## src/rtl/addop_pkg.sv

```systemverilog
package addop_pkg;

  parameter int unsigned IMM_BITS = 32;
  parameter int unsigned OPB_BITS = 8;
  parameter int unsigned RNUM_BITS = 3;

  typedef enum logic [1:0] {
    OPW_8  = 2'd0,
    OPW_16 = 2'd1,
    OPW_32 = 2'd2
  } opw_e;

  typedef enum logic [1:0] {
    SRC_REG = 2'd0,
    SRC_MEM = 2'd1,
    SRC_IMM = 2'd2
  } srck_e;

  typedef struct packed {
    logic is_rr;      // register / memory two-operand form
    logic is_acc;     // short accumulator-immediate form
    logic is_grp;     // group immediate form
    logic size_bit;   // opcode bit 0
    logic dir_bit;    // opcode bit 1 (register form only)
    logic short_imm;  // 8-bit immediate on a wide operand
  } opclass_t;

  // Operand width from size bit and override prefix.
  function automatic opw_e width_pick(input logic size_bit, input logic pfx);
    if (!size_bit)  return OPW_8;
    else if (pfx)   return OPW_16;
    else            return OPW_32;
  endfunction

  // Sign-extend the low bytes of the raw immediate according to its size.
  function automatic logic [IMM_BITS-1:0] imm_sext(input logic [IMM_BITS-1:0] raw,
                                                   input opw_e isz);
    logic [IMM_BITS-1:0] r;
    case (isz)
      OPW_8:   r = {{(IMM_BITS-8){raw[7]}}, raw[7:0]};
      OPW_16:  r = {{(IMM_BITS-16){raw[15]}}, raw[15:0]};
      default: r = raw;
    endcase
    return r;
  endfunction

endpackage

```

## src/rtl/addop_form_classify.sv

```systemverilog
module addop_form_classify
  import addop_pkg::*;
(
  input  logic                clk,
  input  logic                rst_n,
  input  logic [OPB_BITS-1:0] op,
  output opclass_t            cls,
  output logic                unsup
);

  always_comb begin
    cls = '0;
    case (op)
      8'h00, 8'h01, 8'h02, 8'h03: begin
        cls.is_rr    = 1'b1;
        cls.size_bit = op[0];
        cls.dir_bit  = op[1];
      end
      8'h04, 8'h05: begin
        cls.is_acc   = 1'b1;
        cls.size_bit = op[0];
      end
      8'h80: begin
        cls.is_grp   = 1'b1;
      end
      8'h81: begin
        cls.is_grp   = 1'b1;
        cls.size_bit = 1'b1;
      end
      8'h83: begin
        cls.is_grp    = 1'b1;
        cls.size_bit  = 1'b1;
        cls.short_imm = 1'b1;
      end
      default: cls = '0;
    endcase
  end

  assign unsup = !(cls.is_rr || cls.is_acc || cls.is_grp);

  // a byte never matches two forms
  a_r10_one_form: assert property (@(posedge clk) disable iff (!rst_n)
    $onehot0({cls.is_rr, cls.is_acc, cls.is_grp}));

endmodule

```

## src/rtl/addop_operand_route.sv

```systemverilog
module addop_operand_route
  import addop_pkg::*;
(
  input  logic                 clk,
  input  logic                 rst_n,
  input  opclass_t             cls,
  input  logic [OPB_BITS-1:0]  modrm,
  output logic                 dst_mem,
  output logic [RNUM_BITS-1:0] dst_num,
  output srck_e                src_kind,
  output logic [RNUM_BITS-1:0] src_num,
  output logic                 ext_bad
);

  logic [1:0]           mode_f;
  logic [RNUM_BITS-1:0] reg_f;
  logic [RNUM_BITS-1:0] rm_f;
  logic                 rm_is_mem;

  assign mode_f    = modrm[7:6];
  assign reg_f     = modrm[5:3];
  assign rm_f      = modrm[2:0];
  assign rm_is_mem = (mode_f != 2'b11);

  always_comb begin
    dst_mem  = 1'b0;
    dst_num  = '0;
    src_kind = SRC_REG;
    src_num  = '0;
    ext_bad  = 1'b0;
    if (cls.is_rr) begin
      if (cls.dir_bit) begin
        dst_num  = reg_f;
        src_num  = rm_f;
        src_kind = rm_is_mem ? SRC_MEM : SRC_REG;
      end else begin
        dst_mem  = rm_is_mem;
        dst_num  = rm_f;
        src_num  = reg_f;
      end
    end else if (cls.is_acc) begin
      src_kind = SRC_IMM;
    end else if (cls.is_grp) begin
      dst_mem  = rm_is_mem;
      dst_num  = rm_f;
      src_kind = SRC_IMM;
      ext_bad  = (reg_f != '0);
    end
  end

  // never two memory operands
  a_r4_single_mem: assert property (@(posedge clk) disable iff (!rst_n)
    !(dst_mem && (src_kind == SRC_MEM)));

  // accumulator form always targets register 0
  a_r9_acc_target: assert property (@(posedge clk) disable iff (!rst_n)
    cls.is_acc |-> (!dst_mem && dst_num == '0));

endmodule

```

## src/rtl/addop_imm_extend.sv

```systemverilog
module addop_imm_extend
  import addop_pkg::*;
(
  input  logic                clk,
  input  logic                rst_n,
  input  opclass_t            cls,
  input  logic                pfx,
  input  logic [IMM_BITS-1:0] raw,
  output opw_e                width,
  output logic                has_imm,
  output logic [IMM_BITS-1:0] imm_val
);

  opw_e imm_size;

  assign width   = (cls.is_rr || cls.is_acc || cls.is_grp) ? width_pick(cls.size_bit, pfx) : OPW_8;
  assign has_imm = cls.is_acc || cls.is_grp;

  always_comb begin
    if (cls.short_imm) imm_size = OPW_8;
    else               imm_size = width;
  end

  assign imm_val = has_imm ? imm_sext(raw, imm_size) : '0;

  // an 8-bit-sized immediate carries its sign in the upper bits
  a_r7_short_sext: assert property (@(posedge clk) disable iff (!rst_n)
    (has_imm && (cls.short_imm || width == OPW_8)) |->
      (imm_val[IMM_BITS-1:8] == {(IMM_BITS-8){raw[7]}}));

  // size bit clear keeps the 8-bit width whatever the prefix
  a_r11_narrow_stays: assert property (@(posedge clk) disable iff (!rst_n)
    (!cls.size_bit) |-> (width == OPW_8));

endmodule

```

## src/rtl/addop_decode.sv

```systemverilog
module addop_decode
  import addop_pkg::*;
#(
  parameter int unsigned IMM_W = addop_pkg::IMM_BITS,
  parameter int unsigned OPB_W = addop_pkg::OPB_BITS,
  parameter int unsigned RN_W  = addop_pkg::RNUM_BITS
) (
  input  logic             clk,
  input  logic             rst_n,
  input  logic             in_valid,
  input  logic [OPB_W-1:0] op_byte,
  input  logic [OPB_W-1:0] modrm_byte,
  input  logic             pfx_opsize,
  input  logic [IMM_W-1:0] imm_bytes,
  output logic             out_valid,
  output logic [1:0]       width_code,
  output logic             dst_mem,
  output logic [RN_W-1:0]  dst_num,
  output logic [1:0]       src_kind,
  output logic [RN_W-1:0]  src_num,
  output logic             has_imm,
  output logic [IMM_W-1:0] imm_value,
  output logic             ext_bad,
  output logic             unsupported
);

  opclass_t             cls_w;
  logic                 unsup_w;
  logic                 dmem_w;
  logic [RN_W-1:0]      dnum_w;
  srck_e                skind_w;
  logic [RN_W-1:0]      snum_w;
  logic                 bad_w;
  opw_e                 width_w;
  logic                 himm_w;
  logic [IMM_W-1:0]     imm_w;

  addop_form_classify u_cls (
    .clk   (clk),
    .rst_n (rst_n),
    .op    (op_byte),
    .cls   (cls_w),
    .unsup (unsup_w)
  );

  addop_operand_route u_route (
    .clk      (clk),
    .rst_n    (rst_n),
    .cls      (cls_w),
    .modrm    (modrm_byte),
    .dst_mem  (dmem_w),
    .dst_num  (dnum_w),
    .src_kind (skind_w),
    .src_num  (snum_w),
    .ext_bad  (bad_w)
  );

  addop_imm_extend u_imm (
    .clk     (clk),
    .rst_n   (rst_n),
    .cls     (cls_w),
    .pfx     (pfx_opsize),
    .raw     (imm_bytes),
    .width   (width_w),
    .has_imm (himm_w),
    .imm_val (imm_w)
  );

  always_ff @(posedge clk or negedge rst_n) begin
    if (!rst_n) begin
      out_valid   <= 1'b0;
      width_code  <= '0;
      dst_mem     <= 1'b0;
      dst_num     <= '0;
      src_kind    <= '0;
      src_num     <= '0;
      has_imm     <= 1'b0;
      imm_value   <= '0;
      ext_bad     <= 1'b0;
      unsupported <= 1'b0;
    end else begin
      out_valid <= in_valid;
      if (in_valid) begin
        width_code  <= width_w;
        dst_mem     <= dmem_w;
        dst_num     <= dnum_w;
        src_kind    <= skind_w;
        src_num     <= snum_w;
        has_imm     <= himm_w;
        imm_value   <= imm_w;
        ext_bad     <= bad_w;
        unsupported <= unsup_w;
      end
    end
  end

  // result strobe follows the request by one edge
  a_r1_valid_next: assert property (@(posedge clk) disable iff (!rst_n)
    in_valid |=> out_valid);

  a_r1_idle_next: assert property (@(posedge clk) disable iff (!rst_n)
    !in_valid |=> !out_valid);

  // unsupported decode shows nothing else
  a_r10_unsup_quiet: assert property (@(posedge clk) disable iff (!rst_n)
    (out_valid && unsupported) |-> (!has_imm && !ext_bad && !dst_mem && dst_num == '0));

  // bad extension only on an immediate decode
  a_r8_bad_has_imm: assert property (@(posedge clk) disable iff (!rst_n)
    (out_valid && ext_bad) |-> (has_imm && src_kind == 2'd2));

  // fields hold between strobes
  a_r1_hold: assert property (@(posedge clk) disable iff (!rst_n)
    (!in_valid && !out_valid) |=> $stable(imm_value));

endmodule

```

## config.mk

```make
export PLATFORM = sky130hd
export DESIGN_NAME = addop_decode
export DESIGN_NICKNAME = d
export VERILOG_FILES = /design/src/rtl/addop_pkg.sv /design/src/rtl/addop_form_classify.sv /design/src/rtl/addop_operand_route.sv /design/src/rtl/addop_imm_extend.sv /design/src/rtl/addop_decode.sv
export SDC_FILE = /design/constraint.sdc
export NUM_CORES = 1
export LEC_CHECK = 0
export BUFFER_PORTS_ARGS = -buffer_cell sky130_fd_sc_hd__buf_2
export CORE_AREA = 2 2 79 96
export DETAILED_ROUTE_END_ITERATION = 6
export DIE_AREA = 0 0 81 98
export GPL_TIMING_DRIVEN = 0
export PLACE_DENSITY = 0.52
export SYNTH_ARGS = -nofsm -noshare
export SYNTH_HDL_FRONTEND = slang
export SYNTH_SLANG_ARGS = --single-unit
```

## constraint.sdc

```tcl
create_clock -name clk -period 1 [get_ports clk]
set_input_delay 0.2 -clock clk [delete_from_list [all_inputs] [get_ports clk]]
set_output_delay 0.2 -clock clk [all_outputs]
set_load 0.01 [all_outputs]
```

# Word-level counts from Yosys, hierarchy flattened
# Cells that the tools add are included.
# op_classes
eq_ne	10
muxes	30
n_reduce_logical	12
# op_table
operator	count
one-hot mux 32 bit (2 select lines)	1
two-way mux 32 bit	1
equality test 8 bit, second input constant	3
two-way mux 3 bit	6
equality test 8 x 2 -> 1 bit, second input constant	2
equality test 8 x 3 -> 1 bit, second input constant	2
two-way mux 2 bit	8
two-way mux 1 bit	13
equality test 8 x 1 -> 1 bit, second input constant	1
zero test 8 bit	1
OR reduction 6 bit	1
OR reduction 2 bit	2
OR reduction 4 bit	1
logical OR 1 bit	3
nonzero test 3 bit	1
OR reduction 3 bit	1
equality test 2 x 1 -> 1 bit, second input constant	1
zero test 2 bit	1
!= test 2 bit, second input constant	1
one-hot mux 1 bit (2 select lines)	1
zero test 1 bit	1
# word_totals
reg_bits	47
wordCells	62

# Longest topological paths before layout
# logic_depth
ltp_word	10
mapped_depth	7
depth_no_buf	4

# Modules after synthesis
# Synthesis repeated with hierarchy kept, for this count alone.
# hier_totals
cells_unflattened	213
hier_area_um2	2692.6
# by_module_without_submodules
mod	instances	cells_each	area_each_um2	seq_area_each_um2
addop_decode	1	98	1935.6	1176.1
addop_imm_extend	1	72	444.2	0.0
addop_operand_route	1	26	203.9	0.0
addop_form_classify	1	17	108.9	0.0

# Least setup slack after synthesis
# No wires, ideal clock.
# synth_path
path_kind	input-to-reg
startpoint	in op_byte[6]
endpoint	reg imm_value[21]
setup_ns	0.078
arrival_ns	1.794
path_slack_ns	-0.872
stages	7
path_buffers	3
path_cell_list	or4_1 > buf_2 > o31a_1 > or3_1 > buf_6 > buf_6 > o2bb2ai_1
# synth_between
elab_chain_len	10
word_cells_on_any_way	29
cone_classes	9 x eq/ne; 10 x mux; 10 x reduce/logical
# synth_rtl
item	line	text
start, declared	addop_decode.sv:11	input logic [OPB_W-1:0] op_byte,
parallel branches: the longest is 9 deep, another holds one-hot mux 32 bit (2 select lines)	n/a	
two-way mux 32 bit *	addop_imm_extend.sv:24	assign imm_val = has_imm ? imm_sext(raw, imm_size) : '0;
end signal, assigned	addop_decode.sv:90	imm_value <= imm_w;
end, declared	addop_decode.sv:22	output logic [IMM_W-1:0] imm_value,
# Every way passes the cells marked *.
# A chain may end at the register's enable or synchronous reset.

# Final worst setup path
# layout_path
startpoint	in op_byte[4]
endpoint	reg imm_value[30]
# The elaborated chain is that of the path after synthesis.

==> impl_metrics.json <==
{
  "combPwrFrac_pct": 12.9,
  "cts_inserted_buffers": 5,
  "routedWlPerCell_um": 15.9,
  "seq_area_frac_synth_pct": 57.7,
  "crit_required_ns": 1.19,
  "antenna_found_initial": 0,
  "start_util_pct": 28.9,
  "p_total_uw": 3690,
  "row_count": 34,
  "grt_pass1_wl_mm": 10.1,
  "ios": 99,
  "cpMaxStageDelayCell": "or4_4",
  "ys_ff_latch": 47,
  "setup_slack_ns": -0.606,
  "period_share_pct": 161,
  "ys_top_cells_by_area": "dfrtp_1 58%, o2bb2ai_1 8.6%, a21oi_1 3.9%",
  "final_cell_mix": "89 x buf_2, 47 x dfrtp_1, 44 x buf_4, 16 x buf_6",
  "fin_skew_ns": 0,
  "drc_errors": 0,
  "status": "complete, but fails checks",
  "drt_iter0_markers": 56,
  "timing.critical_path.buf_inv": 3,
  "yosysUniqueCellTypes": 38,
  "critPathLaunchType": "input port",
  "port_buffers": 97,
  "die_h_um": 98,
  "area_growth_pct": 79.1,
  "cts_tree": "done",
  "nets": 384,
  "fillers": 670,
  "rsz0062_at_grt": "true",
  "core_sq_mm": 0.00706,
  "synth_top_area_share_pct": 57.7,
  "grt_pass1_vias": 2058,
  "cts_root_buf": "clkbuf_8",
  "clock-sinks": 47,
  "relSlewSlack_pct": 29.5,
  "ys_warn_count": 0,
  "gp_congestion": 0.714,
  "antenna_left": 0,
  "first_pass_iters": 4,
  "yosysTopAreaCell": "dfrtp_1",
  "ir_drop_mv": 0.629,
  "worst_pin_slew_ns": 1.06,
  "hpwl_mm": 4.19,
  "critPathKind": "in -> reg",
  "syn-instance-count": 177,
  "vias_per_cell": 4.92,
  "syn_area_sq_mm": 0.00204,
  "grt_max_degree": 48,
  "seqPwrFrac_pct": 52.3,
  "pwr-share-clk_pct": 34.7,
  "drive_gt1_share_pct": 62.5,
  "synth_nets": 229,
  "crit_family": "compound AO/OA/AOI/OAI gates",
  "maxCapViolations": 0,
  "vias": 2082,
  "finalHoldViolCount": 0,
  "power.switching_uw": 933,
  "powerDensity_mw_per_mm2": 1010,
  "swShare_pct": 25.3,
  "htreeDepth": 2,
  "worst_path_largest_cell_delay_ns": 0.54,
  "wl_mm": 6.75,
  "grt.overflow.total": 0,
  "cts.path.max_buffers": 2,
  "clk_pin_slew_worst_paths_ns": 0.08,
  "grt_use_total_pct": 16.6,
  "intPower_uw": 2750,
  "fmax_mhz": 623,
  "critPathCaptureType": "flop",
  "setup_violations": 91,
  "critPathMaxFanout": 10,
  "worst_ep_arrival_time_ns": 1.80,
  "path_cells": "buf_8 > or4_4 > buf_4 > a2111o_1 > buf_6 > a21oi_2 > o2bb2ai_4",
  "slew_viol_final": 0,
  "violations": "negative setup slack",
  "place_worst_setup_slack_ns": -1.33,
  "leakagePower_uw": 0.00189,
  "syn_area_per_cell_sq_um": 11.5,
  "clk_latency_ns": 0.30,
  "fin_crit_ns": 1.61,
  "fp.dieW_um": 81,
  "dieArea_sq_mm": 0.00794,
  "hold_class": "in -> async",
  "final_common_cell": "buf_2",
  "n_antenna_cell": 0
}
==> cells by family after synthesis <==
family,count (synthesis),synth area share [%]
AND/OR/NAND/NOR,39,10.3
adder cells (fa/ha/maj),1,0.491
AO/OA/AOI/OAI,68,26.3
multiplexers,1,0.491
buffers and inverters,21,4.67
flip-flops,47,57.7
==> cells in the mapped netlist <==
| cell type | n |
|---|---|
| and2_1 | 6 |
| nand3_1 | 4 |
| a21oi_1 | 16 |
| a311o_1 | 1 |
| nand4_1 | 1 |
| a31oi_1 | 1 |
| nor3b_1 | 1 |
| inv_1 | 6 |
| o32ai_1 | 2 |
| or3_1 | 2 |
| nand4b_1 | 1 |
| o2bb2ai_1 | 20 |
| a221o_1 | 7 |
| mux2i_1 | 1 |
| o31a_1 | 1 |
| maj3_1 | 1 |
| nor4_2 | 1 |
| dfrtp_1 | 47 |
| nand2b_1 | 1 |
| nor3_1 | 2 |
| nor2b_1 | 3 |
| clkinv_1 | 2 |
| a211oi_1 | 1 |
| o41ai_1 | 1 |
| o221a_2 | 1 |
| nor4_1 | 1 |
| o311ai_0 | 1 |
| a22o_1 | 8 |
| a2bb2oi_1 | 3 |
| a21o_1 | 2 |
| o21ai_0 | 2 |
| buf_6 | 2 |
| or4_1 | 1 |
| nor2_1 | 3 |
| clkbuf_1 | 10 |
| buf_2 | 1 |
| a2111o_1 | 1 |
| nand2_1 | 12 |
==> final cells by class <==
class                      count  area (sq um)  share of cell area, %
sequential                    47          1180                   32.2
multi-input combinational    109          1110                   30.5
timing repair buffer         149          1000                   27.4
tap                           90           113                   3.09
buffer                        12           110                   3.02
clock buffer                   7          96.3                   2.64
inverter                       8          31.3                  0.857
clock inverter                 1          7.51                  0.206
==> sequential cells by signal (all words and copies together) (netlist names) <==
signal,count
unsupported,1
out_valid,1
dst_num,3
width_code,2
dst_mem,1
imm_value,32
ext_bad,1
src_num,3
has_imm,1
src_kind,2
==> timing repair <==
| item | in CTS | in global routing |
|---|---|---|
| gates cloned | 1 | 1 |
| setup endpoints to repair | 90 | 91 |
| gates resized for setup | 42 | 31 |
| setup buffers | 34 | 15 |
| endpoints found under the hold margin | 0 | 1 |
| hold buffers | 0 | 1 |
| pin swaps | 22 | 7 |
==> layer usage <==
layer / share of wire (%) / wire length (um) / GRT usage, % / vias up
li1: - / - / - / 981
met1: 40 / 2680 / 20.2 / 1025
met2: 53 / 3560 / 28.5 / 71
met3: 6.5 / 440 / 4.81 / 5
met4: 0.96 / 65 / 3.91 / 0
met5: 0 / 0 / 0 / -
==> power groups by stage <==
stage               combinational [uW]  clock, uW  sequential [uW]
floorplan                          144          0             1980
global placement                   374          0             1970
detailed placement                 377          0             1970
CTS                                437       1340             1930
global route                       524       1410             1930
finish                             477       1280             1930
==> worst reg2reg max path, stage by stage (launching register included) <==
cell     delay, ns
dfrtp_1       0.40
buf_4         0.14
a221o_1       0.32
==> worst paths after layout <==
check	cells past startpoint	startpoint	slack, ns	end
worst max register to register	2	imm_value[8]$_DFFE_PN0P_	0.03	imm_value[8]$_DFFE_PN0P_
max in group asynchronous	1	rst_n	0.26	imm_value[9]$_DFFE_PN0P_
worst max-delay path	7	op_byte[4]	-0.61	imm_value[30]$_DFFE_PN0P_
worst min-delay path	1	rst_n	0.08	imm_value[20]$_DFFE_PN0P_
min in group clk	2	pfx_opsize	0.09	width_code[1]$_DFFE_PN0P_
worst min register to register	1	src_kind[1]$_DFFE_PN0P_	0.48	src_kind[1]$_DFFE_PN0P_
==> through the flow <==
stage                     TNS, ns  area (sq um)  cells  utilization, %  hold slack, ns
after floorplan            -24.53          2160    177               -         -0.0956
after global placement     -46.53          2760    364            39.1           0.324
after CTS                  -20.33          3350    406            47.5         0.00556
after detailed placement   -47.61          2760    364            39.1           0.328
final                      -19.83          3650    423            51.7          0.0803
after global routing       -24.13          3650    423            51.7          0.0954
Power figures use the tool's default switching activity.
